**src/rtl/xact_pkg.sv**
```systemverilog
package xact_pkg;

  typedef enum logic [3:0] {
    S_IDLE,
    S_W_CMD,
    S_W_LO,
    S_W_HI,
    S_W_SUM,
    S_R_CMD,
    S_R_WAIT,
    S_R_CAP,
    S_R_ACK_LO,
    S_R_ACK_HI,
    S_R_ACK_SUM
  } xact_state_t;

  localparam logic [7:0] REP_SEQ0 = 8'h00;
  localparam logic [7:0] REP_SEQ1 = 8'h01;
  localparam logic [7:0] REP_SEQ2 = 8'h02;
  localparam logic [7:0] REP_SEQ3 = 8'h03;
  localparam logic [7:0] REP_END  = 8'hFF;
  localparam logic [7:0] REP_BAD  = 8'hEE;

endpackage

```
**src/rtl/xact_sum.sv**
```systemverilog
module xact_sum #(
  parameter int BYTE_W = 8
) (
  input  logic              clk,
  input  logic              rst,
  input  logic              ld,
  input  logic [BYTE_W-1:0] ld_val,
  input  logic              add,
  input  logic [BYTE_W-1:0] add_a,
  input  logic [BYTE_W-1:0] add_b,
  output logic [BYTE_W-1:0] sum,
  output logic [BYTE_W-1:0] neg
);

  always_ff @(posedge clk) begin
    if (rst) begin
      sum <= '0;
    end else if (ld) begin
      sum <= ld_val;
    end else if (add) begin
      sum <= sum + add_a + add_b;
    end
  end

  assign neg = ~sum + BYTE_W'(1);

endmodule

```
**src/rtl/xact_mode.sv**
```systemverilog
module xact_mode (
  input  logic clk,
  input  logic rst,
  input  logic set,
  input  logic clr,
  output logic mode
);

  always_ff @(posedge clk) begin
    if (rst) begin
      mode <= 1'b0;
    end else if (set) begin
      mode <= 1'b1;
    end else if (clr) begin
      mode <= 1'b0;
    end
  end


  setclr_excl_chk: assert property (@(posedge clk) disable iff (rst) !(set && clr));

endmodule

```
**src/rtl/xact_reply.sv**
```systemverilog
module xact_reply #(
  parameter int BYTE_W = 8
) (
  input  logic              clk,
  input  logic              rst,
  input  logic              send,
  input  logic [BYTE_W-1:0] byte_in,
  output logic              tx_valid,
  output logic [BYTE_W-1:0] tx_data
);

  always_ff @(posedge clk) begin
    if (rst) begin
      tx_valid <= 1'b0;
      tx_data  <= '0;
    end else begin
      tx_valid <= send;
      if (send) tx_data <= byte_in;
    end
  end

endmodule

```
**src/rtl/xact_slave.sv**
```systemverilog
module xact_slave
  import xact_pkg::*;
#(
  parameter int BYTE_W = 8,
  parameter logic [BYTE_W-2:0] DEV_ADDR = 'h09,
  localparam int WORD_W = 2 * BYTE_W
) (
  input  logic              clk,
  input  logic              rst,
  input  logic              rx_valid,
  input  logic [BYTE_W-1:0] rx_data,
  output logic              tx_valid,
  output logic [BYTE_W-1:0] tx_data,
  output logic              rd_en,
  output logic [BYTE_W-1:0] rd_addr,
  input  logic [WORD_W-1:0] rd_data,
  output logic              wr_commit,
  output logic [BYTE_W-1:0] wr_cmd,
  output logic [WORD_W-1:0] wr_data,
  output logic              rd_done,
  output logic              collision,
  output logic              csum_err,
  output logic              csum_mode
);

  localparam logic [BYTE_W-1:0] ADDR_WR = {DEV_ADDR, 1'b0};
  localparam logic [BYTE_W-1:0] ADDR_RD = {DEV_ADDR, 1'b1};

  xact_state_t st, st_n;

  logic [BYTE_W-1:0] cmd_q, lo_q, hi_q;
  logic [WORD_W-1:0] word_q;

  logic              send;
  logic [BYTE_W-1:0] send_byte;
  logic              sum_ld, sum_add;
  logic [BYTE_W-1:0] add_a, add_b;
  logic [BYTE_W-1:0] sum_q, sum_neg, sum_tot;
  logic              sum_ok;
  logic              m_set, m_clr;
  logic              commit_n, rdone_n, coll_n, cerr_n, rd_en_n;
  logic              cap_cmd, cap_lo, cap_hi, cap_word;
  logic [BYTE_W-1:0] commit_hi;

  assign sum_tot = sum_q + rx_data;
  assign sum_ok  = (sum_tot == '0);

  xact_sum #(.BYTE_W(BYTE_W)) u_sum (
    .clk(clk), .rst(rst), .ld(sum_ld), .ld_val(rx_data), .add(sum_add),
    .add_a(add_a), .add_b(add_b), .sum(sum_q), .neg(sum_neg)
  );

  xact_mode u_mode (
    .clk(clk), .rst(rst), .set(m_set), .clr(m_clr), .mode(csum_mode)
  );

  xact_reply #(.BYTE_W(BYTE_W)) u_reply (
    .clk(clk), .rst(rst), .send(send), .byte_in(send_byte),
    .tx_valid(tx_valid), .tx_data(tx_data)
  );

  always_comb begin
    st_n      = st;
    send      = 1'b0;
    send_byte = '0;
    sum_ld    = 1'b0;
    sum_add   = 1'b0;
    add_a     = rx_data;
    add_b     = '0;
    m_set     = 1'b0;
    m_clr     = 1'b0;
    commit_n  = 1'b0;
    rdone_n   = 1'b0;
    coll_n    = 1'b0;
    cerr_n    = 1'b0;
    rd_en_n   = 1'b0;
    cap_cmd   = 1'b0;
    cap_lo    = 1'b0;
    cap_hi    = 1'b0;
    cap_word  = 1'b0;
    commit_hi = hi_q;
    case (st)
      S_IDLE: begin
        if (rx_valid) begin
          if (rx_data == ADDR_WR) begin
            st_n = S_W_CMD; send = 1'b1; send_byte = BYTE_W'(REP_SEQ0); sum_ld = 1'b1;
          end else if (rx_data == ADDR_RD) begin
            st_n = S_R_CMD; send = 1'b1; send_byte = BYTE_W'(REP_SEQ0); sum_ld = 1'b1;
          end
        end
      end
      S_W_CMD: begin
        if (rx_valid) begin
          cap_cmd = 1'b1; sum_add = 1'b1;
          send = 1'b1; send_byte = BYTE_W'(REP_SEQ1); st_n = S_W_LO;
        end
      end
      S_W_LO: begin
        if (rx_valid) begin
          cap_lo = 1'b1; sum_add = 1'b1;
          send = 1'b1; send_byte = BYTE_W'(REP_SEQ2); st_n = S_W_HI;
        end
      end
      S_W_HI: begin
        if (rx_valid) begin
          cap_hi = 1'b1; sum_add = 1'b1; send = 1'b1;
          if (csum_mode) begin
            send_byte = BYTE_W'(REP_SEQ3); st_n = S_W_SUM;
          end else begin
            send_byte = BYTE_W'(REP_END); commit_n = 1'b1;
            commit_hi = rx_data; st_n = S_IDLE;
          end
        end
      end
      S_W_SUM: begin
        if (rx_valid) begin
          send = 1'b1; st_n = S_IDLE;
          if (sum_ok) begin
            send_byte = BYTE_W'(REP_END); commit_n = 1'b1;
          end else begin
            send_byte = BYTE_W'(REP_BAD); cerr_n = 1'b1;
          end
        end
      end
      S_R_CMD: begin
        if (rx_valid) begin
          cap_cmd = 1'b1; sum_add = 1'b1; rd_en_n = 1'b1; st_n = S_R_WAIT;
        end
      end
      S_R_WAIT: st_n = S_R_CAP;
      S_R_CAP: begin
        cap_word = 1'b1; sum_add = 1'b1;
        add_a = rd_data[BYTE_W-1:0]; add_b = rd_data[WORD_W-1:BYTE_W];
        send = 1'b1; send_byte = rd_data[BYTE_W-1:0]; st_n = S_R_ACK_LO;
      end
      S_R_ACK_LO: begin
        if (rx_valid) begin
          if (rx_data == BYTE_W'(REP_SEQ2)) begin
            send = 1'b1; send_byte = word_q[WORD_W-1:BYTE_W]; st_n = S_R_ACK_HI;
          end else begin
            coll_n = 1'b1; st_n = S_IDLE;
          end
        end
      end
      S_R_ACK_HI: begin
        if (rx_valid) begin
          st_n = S_IDLE;
          if (rx_data == BYTE_W'(REP_SEQ3)) begin
            if (csum_mode) begin
              send = 1'b1; send_byte = sum_neg; st_n = S_R_ACK_SUM;
            end else begin
              m_set = 1'b1; rdone_n = 1'b1;
            end
          end else if (rx_data == BYTE_W'(REP_END)) begin
            m_clr = 1'b1; rdone_n = 1'b1;
          end else begin
            coll_n = 1'b1;
          end
        end
      end
      S_R_ACK_SUM: begin
        if (rx_valid) begin
          st_n = S_IDLE;
          if (rx_data == BYTE_W'(REP_END)) rdone_n = 1'b1;
          else coll_n = 1'b1;
        end
      end
      default: st_n = S_IDLE;
    endcase
  end

  always_ff @(posedge clk) begin
    if (rst) begin
      st        <= S_IDLE;
      cmd_q     <= '0;
      lo_q      <= '0;
      hi_q      <= '0;
      word_q    <= '0;
      rd_en     <= 1'b0;
      rd_addr   <= '0;
      wr_commit <= 1'b0;
      wr_cmd    <= '0;
      wr_data   <= '0;
      rd_done   <= 1'b0;
      collision <= 1'b0;
      csum_err  <= 1'b0;
    end else begin
      st        <= st_n;
      rd_en     <= rd_en_n;
      wr_commit <= commit_n;
      rd_done   <= rdone_n;
      collision <= coll_n;
      csum_err  <= cerr_n;
      if (cap_cmd)  cmd_q  <= rx_data;
      if (cap_lo)   lo_q   <= rx_data;
      if (cap_hi)   hi_q   <= rx_data;
      if (cap_word) word_q <= rd_data;
      if (rd_en_n)  rd_addr <= rx_data;
      if (commit_n) begin
        wr_cmd  <= cmd_q;
        wr_data <= {commit_hi, lo_q};
      end
    end
  end


  commit_on_byte_chk: assert property (@(posedge clk) disable iff (rst)
    wr_commit |-> $past(rx_valid));


  coll_silent_chk: assert property (@(posedge clk) disable iff (rst)
    collision |-> (!tx_valid && !rd_done && !wr_commit));


  cerr_in_mode_chk: assert property (@(posedge clk) disable iff (rst)
    csum_err |-> (csum_mode && !wr_commit && tx_valid));


  rd_single_chk: assert property (@(posedge clk) disable iff (rst)
    rd_en |=> !rd_en);


  mode_moves_chk: assert property (@(posedge clk) disable iff (rst)
    (!$past(rst) && (csum_mode != $past(csum_mode))) |-> rd_done);

endmodule

```
**config.mk**
```make
export PLATFORM = sky130hd
export DESIGN_NAME = xact_slave
export DESIGN_NICKNAME = d
export VERILOG_FILES = /design/src/rtl/xact_pkg.sv /design/src/rtl/xact_sum.sv /design/src/rtl/xact_mode.sv /design/src/rtl/xact_reply.sv /design/src/rtl/xact_slave.sv
export SDC_FILE = /design/constraint.sdc
export NUM_CORES = 1
export LEC_CHECK = 0
export ABC_CLOCK_PERIOD_IN_PS = 5700
export BUFFER_PORTS_ARGS = -buffer_cell sky130_fd_sc_hd__clkbuf_2
export CAP_MARGIN = 20
export CORE_ASPECT_RATIO = 2
export CORE_MARGIN = 2
export CORE_UTILIZATION = 62
export CTS_BUF_LIST = sky130_fd_sc_hd__clkbuf_16
export CTS_CLUSTER_SIZE = 12
export DETAILED_ROUTE_END_ITERATION = 6
export GPL_TIMING_DRIVEN = 0
export PLACE_DENSITY_LB_ADDON = 0.2
export SLEW_MARGIN = 20
export SYNTH_ARGS = -nofsm -noshare
export SYNTH_HDL_FRONTEND = slang
export SYNTH_HIERARCHICAL = 1
export SYNTH_SLANG_ARGS = --single-unit
```
**constraint.sdc**
```tcl
create_clock -name clk -period 5.7 [get_ports clk]
set_clock_uncertainty 0.1 [all_clocks]
set_input_delay 0.57 -clock clk [delete_from_list [all_inputs] [get_ports clk]]
set_output_delay 0.57 -clock clk [all_outputs]
set_load 0.05 [all_outputs]
```
Word level (Yosys, flattened, before mapping)
Cells that the tools add are included.

storage, ports and cells
  register bits after elaboration = 99
  input port bits = 27

cells by class
  reductions and logical operators = 10
  eq/ne operators = 24
  add/sub/neg operators = 4
  bitwise gates (word level) = 3
  multiplexer cells = 77

operators by type and width
  operator                                        number
  two-way mux 8 bit                               15
  one-hot mux 8 bit (7 select lines)              1
  two-way mux 4 bit                               13
  one-hot mux 4 bit (10 select lines)             1
  two-way mux 1 bit                               39
  adder 8 bit                                     3
  == test 4 x 3 -> 1 bit (second input constant)  4
  == test 8 x 2 -> 1 bit (second input constant)  2
  == test 8 x 5 -> 1 bit (second input constant)  2
  inequality test 2 bit (second input constant)   7
  == test 4 bit (second input constant)           3
  AND reduction 9 bit                             1
  adder 8 x 1 -> 8 bit (second input constant)    1
  == test 4 x 2 -> 1 bit (second input constant)  2
  == test 8 bit (second input constant)           1
  logical NOT 8 bit                               1
  inverter 8 bit                                  1
  OR reduction 4 bit                              2
  one-hot mux 1 bit (2 select lines)              3
  two-way mux 5 bit                               1
  one-hot mux 1 bit (5 select lines)              1
  == test 4 x 1 -> 1 bit (second input constant)  1
  logical NOT 4 bit                               1
  nonzero test 2 bit                              2
  8 further kinds                                 10

Logic depth before layout (Yosys ltp)
Gate-level depths: netlist (run 1).

  word-level depth = 7
  mapped depth = 17
  gate-level depth less buffers = 14

Cells and area by module
The synthesis (run 1) kept the hierarchy.

by module, submodules not included
  module      cells an instance  instances  area each (sq um)
  xact_slave  478                1          3931.3
  xact_sum    97                 1          875.8
  xact_reply  28                 1          312.8
  xact_mode   4                  1          38.8

Worst setup path before layout (run 1)
Ideal clock, no wire load.

  kind = reg2reg
  from = reg st[1]
  to = reg u_sum.sum[5]
  data arrival time = 3.443 ns
  stages on the path, launching flop included = 15
  path slack = 2.071 ns
  cell sequence = dfxtp_1 -> clkbuf_1 -> clkbuf_1 -> nand3_1 -> clkbuf_1 -> nand2_1 -> nand2_1 -> fa_1 -> ha_1 -> fa_1 -> a21o_1 -> a21oi_1 -> xnor2_1 -> nand2_1 -> a221oi_2

on the way
  cells in the longest elaborated chain, start to end = 6
  elaborated cells on any way between the ends = 16
  those cells by class = add/sub (2); eq/ne (5); mux (6); reduce/logical (3)

RTL lines
  element                    RTL line           source
  from (decl)                xact_slave.sv:29   xact_state_t st, st_n;
  from (signal assigned)     xact_slave.sv:188  st <= st_n;
  == test 4 x 3 -> 1 bit     xact_slave.sv:82   case (st)
  two-way mux 8 bit          xact_slave.sv:82
  net add_a[1]               xact_slave.sv:37   logic [BYTE_W-1:0] add_a, add_b;
  adder 8 bit (2 in series)  xact_sum.sv:21     sum <= sum + add_a + add_b;
  two-way mux 8 bit          xact_sum.sv:20     end else if (add) begin
  two-way mux 8 bit          xact_sum.sv:18     end else if (ld) begin
  to (signal assigned)       xact_sum.sv:19     sum <= ld_val;
  to (signal assigned)       xact_sum.sv:21
  to (decl)                  xact_sum.sv:11     output logic [BYTE_W-1:0] sum,

The timed path passes the listed nets, and every way through them passes these cells. The select of a mux whose other input is x is not followed.
A chain may end at the register's enable or synchronous reset.

Worst setup path after layout (run 1)
Same ends and word-level chain as after synthesis.

==> impl_metrics.env, run 1 <==
export IMPL_synth_seq_cells=91
export IMPL_yosysSeqAreaShare_pct=35.3
export IMPL_cts_made_buffers=9
export IMPL_place_area_sq_um=5650
export IMPL_timing_rr_end="u_sum/sum[5]"
export IMPL_p_leak_nw=2.58
export IMPL_reg2reg_from="st[1]"
export IMPL_h_tree_depth=3
export IMPL_min_path_cells=2
export IMPL_cts_tree="done"
export IMPL_cts_resized=0
export IMPL_postSynthCellCount=607
export IMPL_synth_cell_types=65
export IMPL_maxCapViolCount=0
export IMPL_ff2ff_setup_slack_ps=1290
export IMPL_synth_avg_cell_area_sq_um=8.50
export IMPL_dp_cells=778
export IMPL_min_to="word_q[8]"
export IMPL_synthesis_area_sq_um=5160
export IMPL_vias_per_cell=5.95
export IMPL_vias=4728
export IMPL_ys_warn_count=6
export IMPL_fin_tns_setup_ps=0
export IMPL_first_global_vias=4683
export IMPL_clk_pin_slew_ps=70
export IMPL_io_pins=74
export IMPL_maxSlewHeadroom_pct=41.3
export IMPL_start_kind="flop"
export IMPL_worstPathArrival_ps=4570
export IMPL_gp_congestion=0.948
export IMPL_clock_sinks=91
export IMPL_instances_no_fill=794
export IMPL_antenna_cells=0
export IMPL_ff2ff_path_depth=14
export IMPL_tightestPinTransition_ps=877
export IMPL_routedWlPerCell_um=18.2
export IMPL_antenna_left=0
export IMPL_setup_viol=0
export IMPL_synth_nets=657
export IMPL_clockBufferDepth=2
export IMPL_core_area_sq_um=8170
export IMPL_hp_class="flop to flop"
export IMPL_firstDrtPassIters=4
export IMPL_drt_iter0_drc=306
export IMPL_cts_hold_buffers=0
export IMPL_synthArstFlopShare_pct=0
export IMPL_finalMaxSlewViolations=0
export IMPL_rows=47
export IMPL_numPortBuffers=73
export IMPL_total_power_mw=1.39
export IMPL_critPathMaxFanout=10
export IMPL_grt_max_degree=18
export IMPL_cts_root_buffer="clkbuf_16"
export IMPL_post_cts_buffers=0
export IMPL_final_area_sq_um=5980
export IMPL_worst_setup_path_end_kind="flop"
export IMPL_timing_final_crit_share_pct=77.3
export IMPL_drc_errors=0
export IMPL_cellPowerDensity_nw_per_um2=232
export IMPL_num_fill_cells=670
export IMPL_synth_edf_count=0
export IMPL_min_from="word_q[8]"
export IMPL_initial_utilization_pct=63.1
export IMPL_insertion_delay_ps=350
export IMPL_hold_viol_final=0
export IMPL_crit_type="flop to flop"
export IMPL_post_dp_hpwl_mm=11.0
export IMPL_status="completed"
export IMPL_grt_antenna_before_repair=0
export IMPL_grt_use_total_pct=33.8
export IMPL_synth_main_ff_cell="dfxtp_1"
export IMPL_cp_required_ps=5860
export IMPL_area_growth_pct=15.9
export IMPL_period_needed_ps=4410
export IMPL_finalWirelength_mm=14.4
export IMPL_fp_dieW_um=68.5
export IMPL_rsz0062_at_grt="no"
export IMPL_vdd_drop_max_v=0.000172
export IMPL_fmax_mhz=227
export IMPL_finalNetCount=741
export IMPL_grt_overflow=0
export IMPL_fp_dieArea_sq_um=9110
export IMPL_die_y_um=133
export IMPL_grt_pass1_wl_mm=22.9
export IMPL_drive_gt1_share_pct=17.4
## sequential cells by signal (all words and copies together) (netlist names), 4 cells and up
register         cells
wr_data             16
cmd_q                8
hi_q                 8
lo_q                 8
rd_addr              8
u_reply/tx_data      8
u_sum/sum            8
word_q               8
wr_cmd               8
st                   4
## synthesized netlist by cell type (5+ instances only)
master     number  share of area [%]
o21bai_1       10                1.5
ha_1           14                3.4
nor3_1          9               0.87
nand3_1        11                1.1
o2111ai_1       5               0.85
a21oi_1        40                3.9
o211ai_1        5               0.73
nor2b_1         6               0.73
xnor2_1        15                2.5
a211oi_1       21                3.1
mux2i_1        51                9.9
nor2_1         76                5.5
nand2_1        66                4.8
clkbuf_1       28                2.0
dfxtp_1        91                 35
o21ai_0        10               0.97
fa_1            9                3.5
nand2b_1       36                4.4
inv_1          18                1.3
a22oi_1         8                1.2
## cell type report
class	instances	area [sq um]	area share (%)
clock buffers	9	225	3.77
multi-input cells	454	3040	50.9
well taps	98	123	2.05
plain buffers	43	224	3.75
inverters	19	71.3	1.19
repair buffers	73	365	6.11
flip-flops and latches	91	1820	30.5
clock inverters	7	108	1.80
## cells in the final DEF (no fill, tap or decap), drive strengths merged, types with 4 or more instances in the layout
cell type	count
o211ai	5
or3	4
o21ai	11
a211oi	22
o21bai	10
a21oi	43
nand2b	36
fa	9
inv	23
nor2	77
o21a	4
nand2	66
a21o	4
clkbuf	113
ha	14
buf	12
xor2	4
nand3	12
a22oi	8
nor2b	6
o2111ai	5
xnor2	15
nor3	11
mux2i	51
dfxtp	91
## stage by stage
step | hold slack [ps] | util [%] | worst slack [ps]
detailed placement | 348 | 69.1 | 1380
floorplan | 336 | - | 2070
global placement | 343 | 69.1 | 1460
global route | 376 | 73.2 | 1050
finish | 357 | 73.2 | 1290
CTS | 358 | 73.2 | 1350
## how the worst max path moves through the flow
stage | startpoint | slack, ps | cells after the start | to
final | st[1] | 1290 | 14 | u_sum/sum[5]
after global routing | st[1] | 1050 | 14 | u_sum/sum[5]
after CTS | st[1] | 1350 | 14 | u_sum/sum[5]
after detailed placement | st[1] | 1380 | 14 | u_sum/sum[5]
after global placement | st[1] | 1460 | 14 | u_sum/sum[5]
after floorplan | st[1] | 2070 | 14 | u_sum/sum[5]
## report_power, final
group | total [mW] | leakage, nW | internal (mW) | switching [mW]
sequential | 0.636 | 0.733 | 0.636 | 0.000533
clock | 0.664 | 0.160 | 0.393 | 0.271
combinational | 0.0872 | 1.69 | 0.0309 | 0.0564
## logic make-up after synthesis
group | count (synthesis) | share of synthesized area (%)
simple gates | 236 | 22.5
compound gates | 124 | 16.3
flops | 91 | 35.3
buf+inv | 62 | 5.72
mux | 51 | 9.90
fa+ha+maj | 24 | 7.08
xor+xnor | 19 | 3.23
## worst max-delay path, cell delays in order (launching register included)
cell	delay (ps)
dfxtp_1	450
clkbuf_1	390
clkbuf_1	400
nand3_1	380
clkbuf_1	340
nand2_1	120
nand2_1	90
fa_1	490
ha_1	230
fa_1	470
a21o_1	220
a21oi_1	170
xnor2_1	160
nand2_1	90
a221oi_2	210
## metal layers
metal | up-vias | wire (um) | track usage (%)
li1 | 2266 | - | -
met1 | 2208 | 5030 | 35.2
met2 | 203 | 7950 | 59.4
met3 | 51 | 716 | 6.46
met4 | 0 | 750 | 19.3
met5 | - | 0 | 0
(Power assumes the default switching activity.)
==> run 2, diff against run 1 <==
--- a/config.mk
+++ b/config.mk
@@ -5,12 +5,12 @@
 export SDC_FILE = /design/constraint.sdc
 export NUM_CORES = 1
 export LEC_CHECK = 0
-export ABC_CLOCK_PERIOD_IN_PS = 5700
+export ABC_CLOCK_PERIOD_IN_PS = 4300
 export BUFFER_PORTS_ARGS = -buffer_cell sky130_fd_sc_hd__clkbuf_2
 export CAP_MARGIN = 20
 export CORE_ASPECT_RATIO = 2
 export CORE_MARGIN = 2
-export CORE_UTILIZATION = 62
+export CORE_UTILIZATION = 58
 export CTS_BUF_LIST = sky130_fd_sc_hd__clkbuf_16
 export CTS_CLUSTER_SIZE = 12
 export DETAILED_ROUTE_END_ITERATION = 6
==> constraint.sdc (replaced) <==
create_clock -name clk -period 4.3 [get_ports clk]
set_clock_uncertainty 0.1 [all_clocks]
set_input_delay 0.43 -clock clk [delete_from_list [all_inputs] [get_ports clk]]
set_output_delay 0.43 -clock clk [all_outputs]
set_load 0.05 [all_outputs]
==> run 2 against run 1 <==
  * The flow now finishes with violations (design-rule violations)
  * Fmax increased by 12%
  * Sequential share of layout area increased by 0.13 points
  * Combinational power increased by 32%
  * Wire length decreased by 1.6%
  * Die area increased by 6.6%
  * Worst setup slack got worse by 940 ps
  * Register-to-register slack got worse by 940 ps
  * Critical path depth unchanged
  * Design area decreased by 0.44%
  * Hold slack got worse by 120 ps
  * Global-route usage decreased by 4.3 points
  * Largest power group is now registers
  * Sequential power increased by 33%
==> impl_metrics.env, run 2 (synthesis gave the netlist of run 1 again) <==
export IMPL_place_area_sq_um=5650
export IMPL_drc_errors=10
export IMPL_worstPathArrival_ps=4110
export IMPL_io_pins=74
export IMPL_violations="design-rule violations"
export IMPL_finalNetCount=740
export IMPL_cellPowerDensity_nw_per_um2=294
export IMPL_timing_final_crit_share_pct=91.8
export IMPL_grt_use_total_pct=29.5
export IMPL_grt_antenna_before_repair=0
export IMPL_final_area_sq_um=5950
export IMPL_clock_sinks=91
export IMPL_firstDrtPassIters=7
export IMPL_antenna_cells=0
export IMPL_cts_hold_buffers=0
export IMPL_first_global_vias=4551
export IMPL_post_cts_buffers=0
export IMPL_hold_viol_final=0
export IMPL_total_power_mw=1.75
export IMPL_grt_overflow=0
export IMPL_cp_required_ps=4460
export IMPL_rows=48
export IMPL_crit_type="flop to flop"
export IMPL_largest_reg_flops=16
export IMPL_numPortBuffers=73
export IMPL_crit_chain="clkbuf_2, clkbuf_2, nand3_2, clkbuf_1, nand2_1, nand2_1, fa_1, ha_1, fa_1, a21o_1, a21oi_1, xnor2_1, nand2_1, a221oi_2"
export IMPL_setup_viol=0
export IMPL_crit_top_cell="nand2_1"
export IMPL_cp_slowest_cell="fa_1"
export IMPL_num_fill_cells=728
export IMPL_period_needed_ps=3950
export IMPL_vias=4734
export IMPL_ff2ff_path_depth=14
export IMPL_area_growth_pct=15.4
export IMPL_core_area_sq_um=8650
export IMPL_insertion_delay_ps=350
export IMPL_clk_pin_slew_ps=70
export IMPL_hp_class="input port to flop"
export IMPL_vdd_drop_max_v=0.000207
export IMPL_h_tree_depth=3
export IMPL_clockBufferDepth=2
export IMPL_min_path_cells=3
export IMPL_cts_made_buffers=9
export IMPL_fmax_mhz=253
export IMPL_maxSlewHeadroom_pct=38.9
export IMPL_drt_iter0_drc=229
export IMPL_cts_root_buffer="clkbuf_16"
export IMPL_critPathMaxFanout=10
export IMPL_vias_per_cell=5.95
export IMPL_maxCapViolCount=0
export IMPL_regMostFlops="wr_data"
export IMPL_initial_utilization_pct=59.6
export IMPL_gp_congestion=0.967
export IMPL_finalWirelength_mm=14.2
export IMPL_grt_pass1_wl_mm=22.0
export IMPL_instances_no_fill=795
export IMPL_rsz0062_at_grt="no"
export IMPL_post_dp_hpwl_mm=10.8
export IMPL_routedWlPerCell_um=17.9
export IMPL_grt_max_degree=17
export IMPL_dp_cells=780
export IMPL_antenna_left=0
export IMPL_fp_dieW_um=70.7
export IMPL_cpPeakStageDelay_ps=490
export IMPL_drive_gt1_share_pct=17.8
export IMPL_p_leak_nw=2.58
export IMPL_finalMaxSlewViolations=0
export IMPL_fp_dieArea_sq_um=9710
export IMPL_start_kind="flop"
export IMPL_cts_tree="done"
export IMPL_die_y_um=137
export IMPL_cts_resized=1
export IMPL_layout_common_cells="91 x dfxtp_1, 79 x clkbuf_2, 76 x nor2_1"
export IMPL_fin_tns_setup_ps=0
export IMPL_tightestPinTransition_ps=913
export IMPL_final_common_cell="dfxtp_1"
export IMPL_worst_setup_path_end_kind="flop"
export IMPL_status="complete, but fails checks"
-- run 2: metal layers --
metal	part of all wire [%]	wire length [um]	global-route usage, %	vias to the layer above
met5	0	0	0	-
met4	5.8	830	17.7	0
met3	5.3	758	5.05	60
met2	55	7830	56.4	205
met1	34	4790	28.7	2202
li1	-	-	-	2267
-- run 2: per-stage QoR --
stage	worst slack, ps	util, %	hold WS [ps]
finish	353	68.8	233
global route	92.5	68.8	245
global placement	8.97	65.3	343
CTS	159	68.8	237
floorplan	671	-	336
detailed placement	-0.940	65.3	348
-- run 2: power by group --
| group | switching [mW] | internal [mW] | total (mW) | leakage, nW |
|---|---|---|---|---|
| registers | 0.000688 | 0.843 | 0.844 | 0.733 |
| clock network | 0.338 | 0.453 | 0.792 | 0.148 |
| logic | 0.0745 | 0.0406 | 0.115 | 1.70 |
| total | 0.414 | 1.34 | 1.75 | 2.58 |
-- run 2: critical path: cells and delay by family, from the launching register on --
family,cells,cell delay (ps)
xor+xnor,1,150
fa+ha+maj,3,1180
simple gates,4,530
buf+inv,3,850
flops,1,460
compound gates,3,590
-- run 2: layout make-up --
type	count	area, sq um	area share, %
clock inverters	7	73.8	1.24
flip-flops and latches	91	1820	30.6
well taps	100	125	2.10
clock buffers	9	225	3.78
repair buffers	73	365	6.14
inverters	19	71.3	1.20
plain buffers	42	224	3.76
multi-input cells	454	3050	51.2
-- run 2: worst paths after layout --
check	start	to	slack [ps]
worst min-delay path	rd_data[14]	word_q[14]	230
worst min register to register	word_q[11]	word_q[11]	360
worst max register to register	st[1]	u_sum/sum[5]	350
worst max-delay path	st[1]	u_sum/sum[5]	350
==> run 3, diff against run 2 <==
--- a/config.mk
+++ b/config.mk
@@ -15,7 +15,7 @@
 export CTS_CLUSTER_SIZE = 12
 export DETAILED_ROUTE_END_ITERATION = 6
 export GPL_TIMING_DRIVEN = 0
-export PLACE_DENSITY_LB_ADDON = 0.2
+export PLACE_DENSITY = 0.81
 export SLEW_MARGIN = 20
 export SYNTH_ARGS = -nofsm -noshare
 export SYNTH_HDL_FRONTEND = slang
==> run 3 against run 2 <==
  * Largest cell class unchanged
  * Critical path type unchanged
  * Design area up 0.15%
  * Non-clock buffer count increased by 1
  * The run now ends clean
  * Register-to-register slack got worse by 100 ps
==> impl_metrics.env, run 3 (synthesis gave the netlist of run 1 again) <==
export IMPL_finalMaxSlewViolations=0
export IMPL_fin_tns_setup_ps=0
export IMPL_routedWlPerCell_um=18.2
export IMPL_fp_dieArea_sq_um=9710
export IMPL_clock_sinks=91
export IMPL_finalNetCount=741
export IMPL_layout_common_cells="91 x dfxtp_1, 79 x clkbuf_2, 76 x nor2_1"
export IMPL_cts_made_buffers=9
export IMPL_min_from="rd_data[14]"
export IMPL_rows=48
export IMPL_crit_type="flop to flop"
export IMPL_grt_overflow=0
export IMPL_timing_final_crit_share_pct=94.2
export IMPL_grt_antenna_before_repair=0
export IMPL_period_needed_ps=4050
export IMPL_fmax_mhz=247
export IMPL_cts_tree="done"
export IMPL_grt_pass1_wl_mm=22.8
export IMPL_hold_viol_final=0
export IMPL_final_area_sq_um=5960
export IMPL_timing_hold_ws_ps=219
export IMPL_h_tree_depth=3
export IMPL_place_area_sq_um=5650
export IMPL_vdd_drop_max_v=0.000248
export IMPL_timing_rr_end="u_sum/sum[5]"
export IMPL_post_dp_hpwl_mm=10.8
export IMPL_start_kind="flop"
export IMPL_grt_use_total_pct=30.3
export IMPL_worst_setup_path_end_kind="flop"
export IMPL_drc_errors=0
export IMPL_cts_root_buffer="clkbuf_16"
export IMPL_min_to="word_q[14]"
export IMPL_numPortBuffers=73
export IMPL_tightestPinTransition_ps=889
export IMPL_min_path_cells=3
export IMPL_insertion_delay_ps=350
export IMPL_clk_pin_slew_ps=70
export IMPL_setup_viol=0
export IMPL_rsz0062_at_grt="no"
export IMPL_firstDrtPassIters=5
export IMPL_vias_per_cell=6.03
export IMPL_post_cts_buffers=0
export IMPL_cp_required_ps=4470
export IMPL_initial_utilization_pct=59.6
export IMPL_num_fill_cells=719
export IMPL_drive_gt1_share_pct=17.8
export IMPL_largest_reg_flops=16
export IMPL_drt_iter0_drc=318
export IMPL_die_y_um=137
export IMPL_regMostFlops="wr_data"
export IMPL_gp_congestion=0.958
export IMPL_cellPowerDensity_nw_per_um2=298
export IMPL_fp_dieW_um=70.7
export IMPL_antenna_left=0
export IMPL_hp_class="input port to flop"
export IMPL_area_growth_pct=15.6
export IMPL_vias=4797
export IMPL_worstPathArrival_ps=4220
export IMPL_antenna_cells=0
export IMPL_ff2ff_setup_slack_ps=250
export IMPL_maxSlewHeadroom_pct=40.5
export IMPL_cts_hold_buffers=0
export IMPL_critPathMaxFanout=10
export IMPL_ff2ff_path_depth=14
export IMPL_first_global_vias=4776
export IMPL_grt_max_degree=18
export IMPL_p_leak_nw=2.58
export IMPL_clockBufferDepth=2
export IMPL_finalWirelength_mm=14.5
export IMPL_maxCapViolCount=0
export IMPL_core_area_sq_um=8650
export IMPL_io_pins=74
export IMPL_final_common_cell="dfxtp_1"
export IMPL_reg2reg_from="st[1]"
export IMPL_status="completed"
[run 3: changes by cell type in the layout (fill, tap and decap cells not counted), sizes merged]
cell / previous run / this run
clkinv: 4 / 2
clkbuf: 112 / 113
clkinvlp: 0 / 1
inv: 21 / 22
[run 3: what timing repair did]
item,in CTS,in global routing
endpoints found under the hold margin,0,0
endpoints found under the setup margin,1,2
resized for setup,1,4
cloned,0,0
[run 3: layer usage]
metal  vias to the layer above  track usage (%)  wire [um]
met5                         -                0          0
met2                       221             56.9       7850
met4                         0             23.3        905
met1                      2239             28.6       4980
li1                       2271                -          -
met3                        66             4.75        739
[run 3: stage by stage]
| step | power, mW | instances | setup WS, ps | utilization [%] |
|---|---|---|---|---|
| final | 1.78 | 796 | 250 | 68.9 |
| after global placement | 0.974 | 780 | 32.2 | 65.3 |
| after floorplan | 0.930 | 607 | 671 | - |
| after detailed placement | 0.976 | 780 | -1.78 | 65.3 |
| after global routing | 1.82 | 796 | 10.3 | 68.9 |
| after CTS | 1.78 | 796 | 130 | 68.9 |
[run 3: layout make-up]
cell class / count / area, sq um / share of cell area (%)
tap: 100 / 125 / 2.10
inverter: 19 / 71.3 / 1.20
clock inverter: 7 / 83.8 / 1.41
buffer: 43 / 228 / 3.82
sequential: 91 / 1820 / 30.6
multi-input combinational: 454 / 3040 / 51.0
clock buffer: 9 / 225 / 3.78
timing repair buffer: 73 / 365 / 6.13
[run 3: report_power, final]
part           switching, mW  total, mW  internal (mW)
sequential          0.000686      0.843          0.843
combinational         0.0750      0.116         0.0406
clock                  0.359      0.819          0.461
total                  0.434       1.78           1.34
[run 3: worst max path at each step]
| stage | from | end | cells after the start |
|---|---|---|---|
| floorplan | st[1] | u_sum/sum[5] | 14 |
| global placement | st[1] | u_sum/sum[5] | 14 |
| detailed placement | st[1] | u_sum/sum[5] | 14 |
| CTS | st[1] | u_sum/sum[5] | 14 |
| global route | st[1] | u_sum/sum[5] | 14 |
| finish | st[1] | u_sum/sum[5] | 14 |
[run 3: worst max-delay path, stage by stage, from the launching register on]
cell and delay [ps]:
dfxtp_1 460, clkbuf_2 280, clkbuf_2 270, nand3_1 300, clkbuf_1 330, nand2_1 130, nand2_1 90, fa_1 490
ha_1 230, fa_1 460, a21o_1 210, a21oi_1 170, xnor2_1 150, nand2_1 90, a221oi_2 210
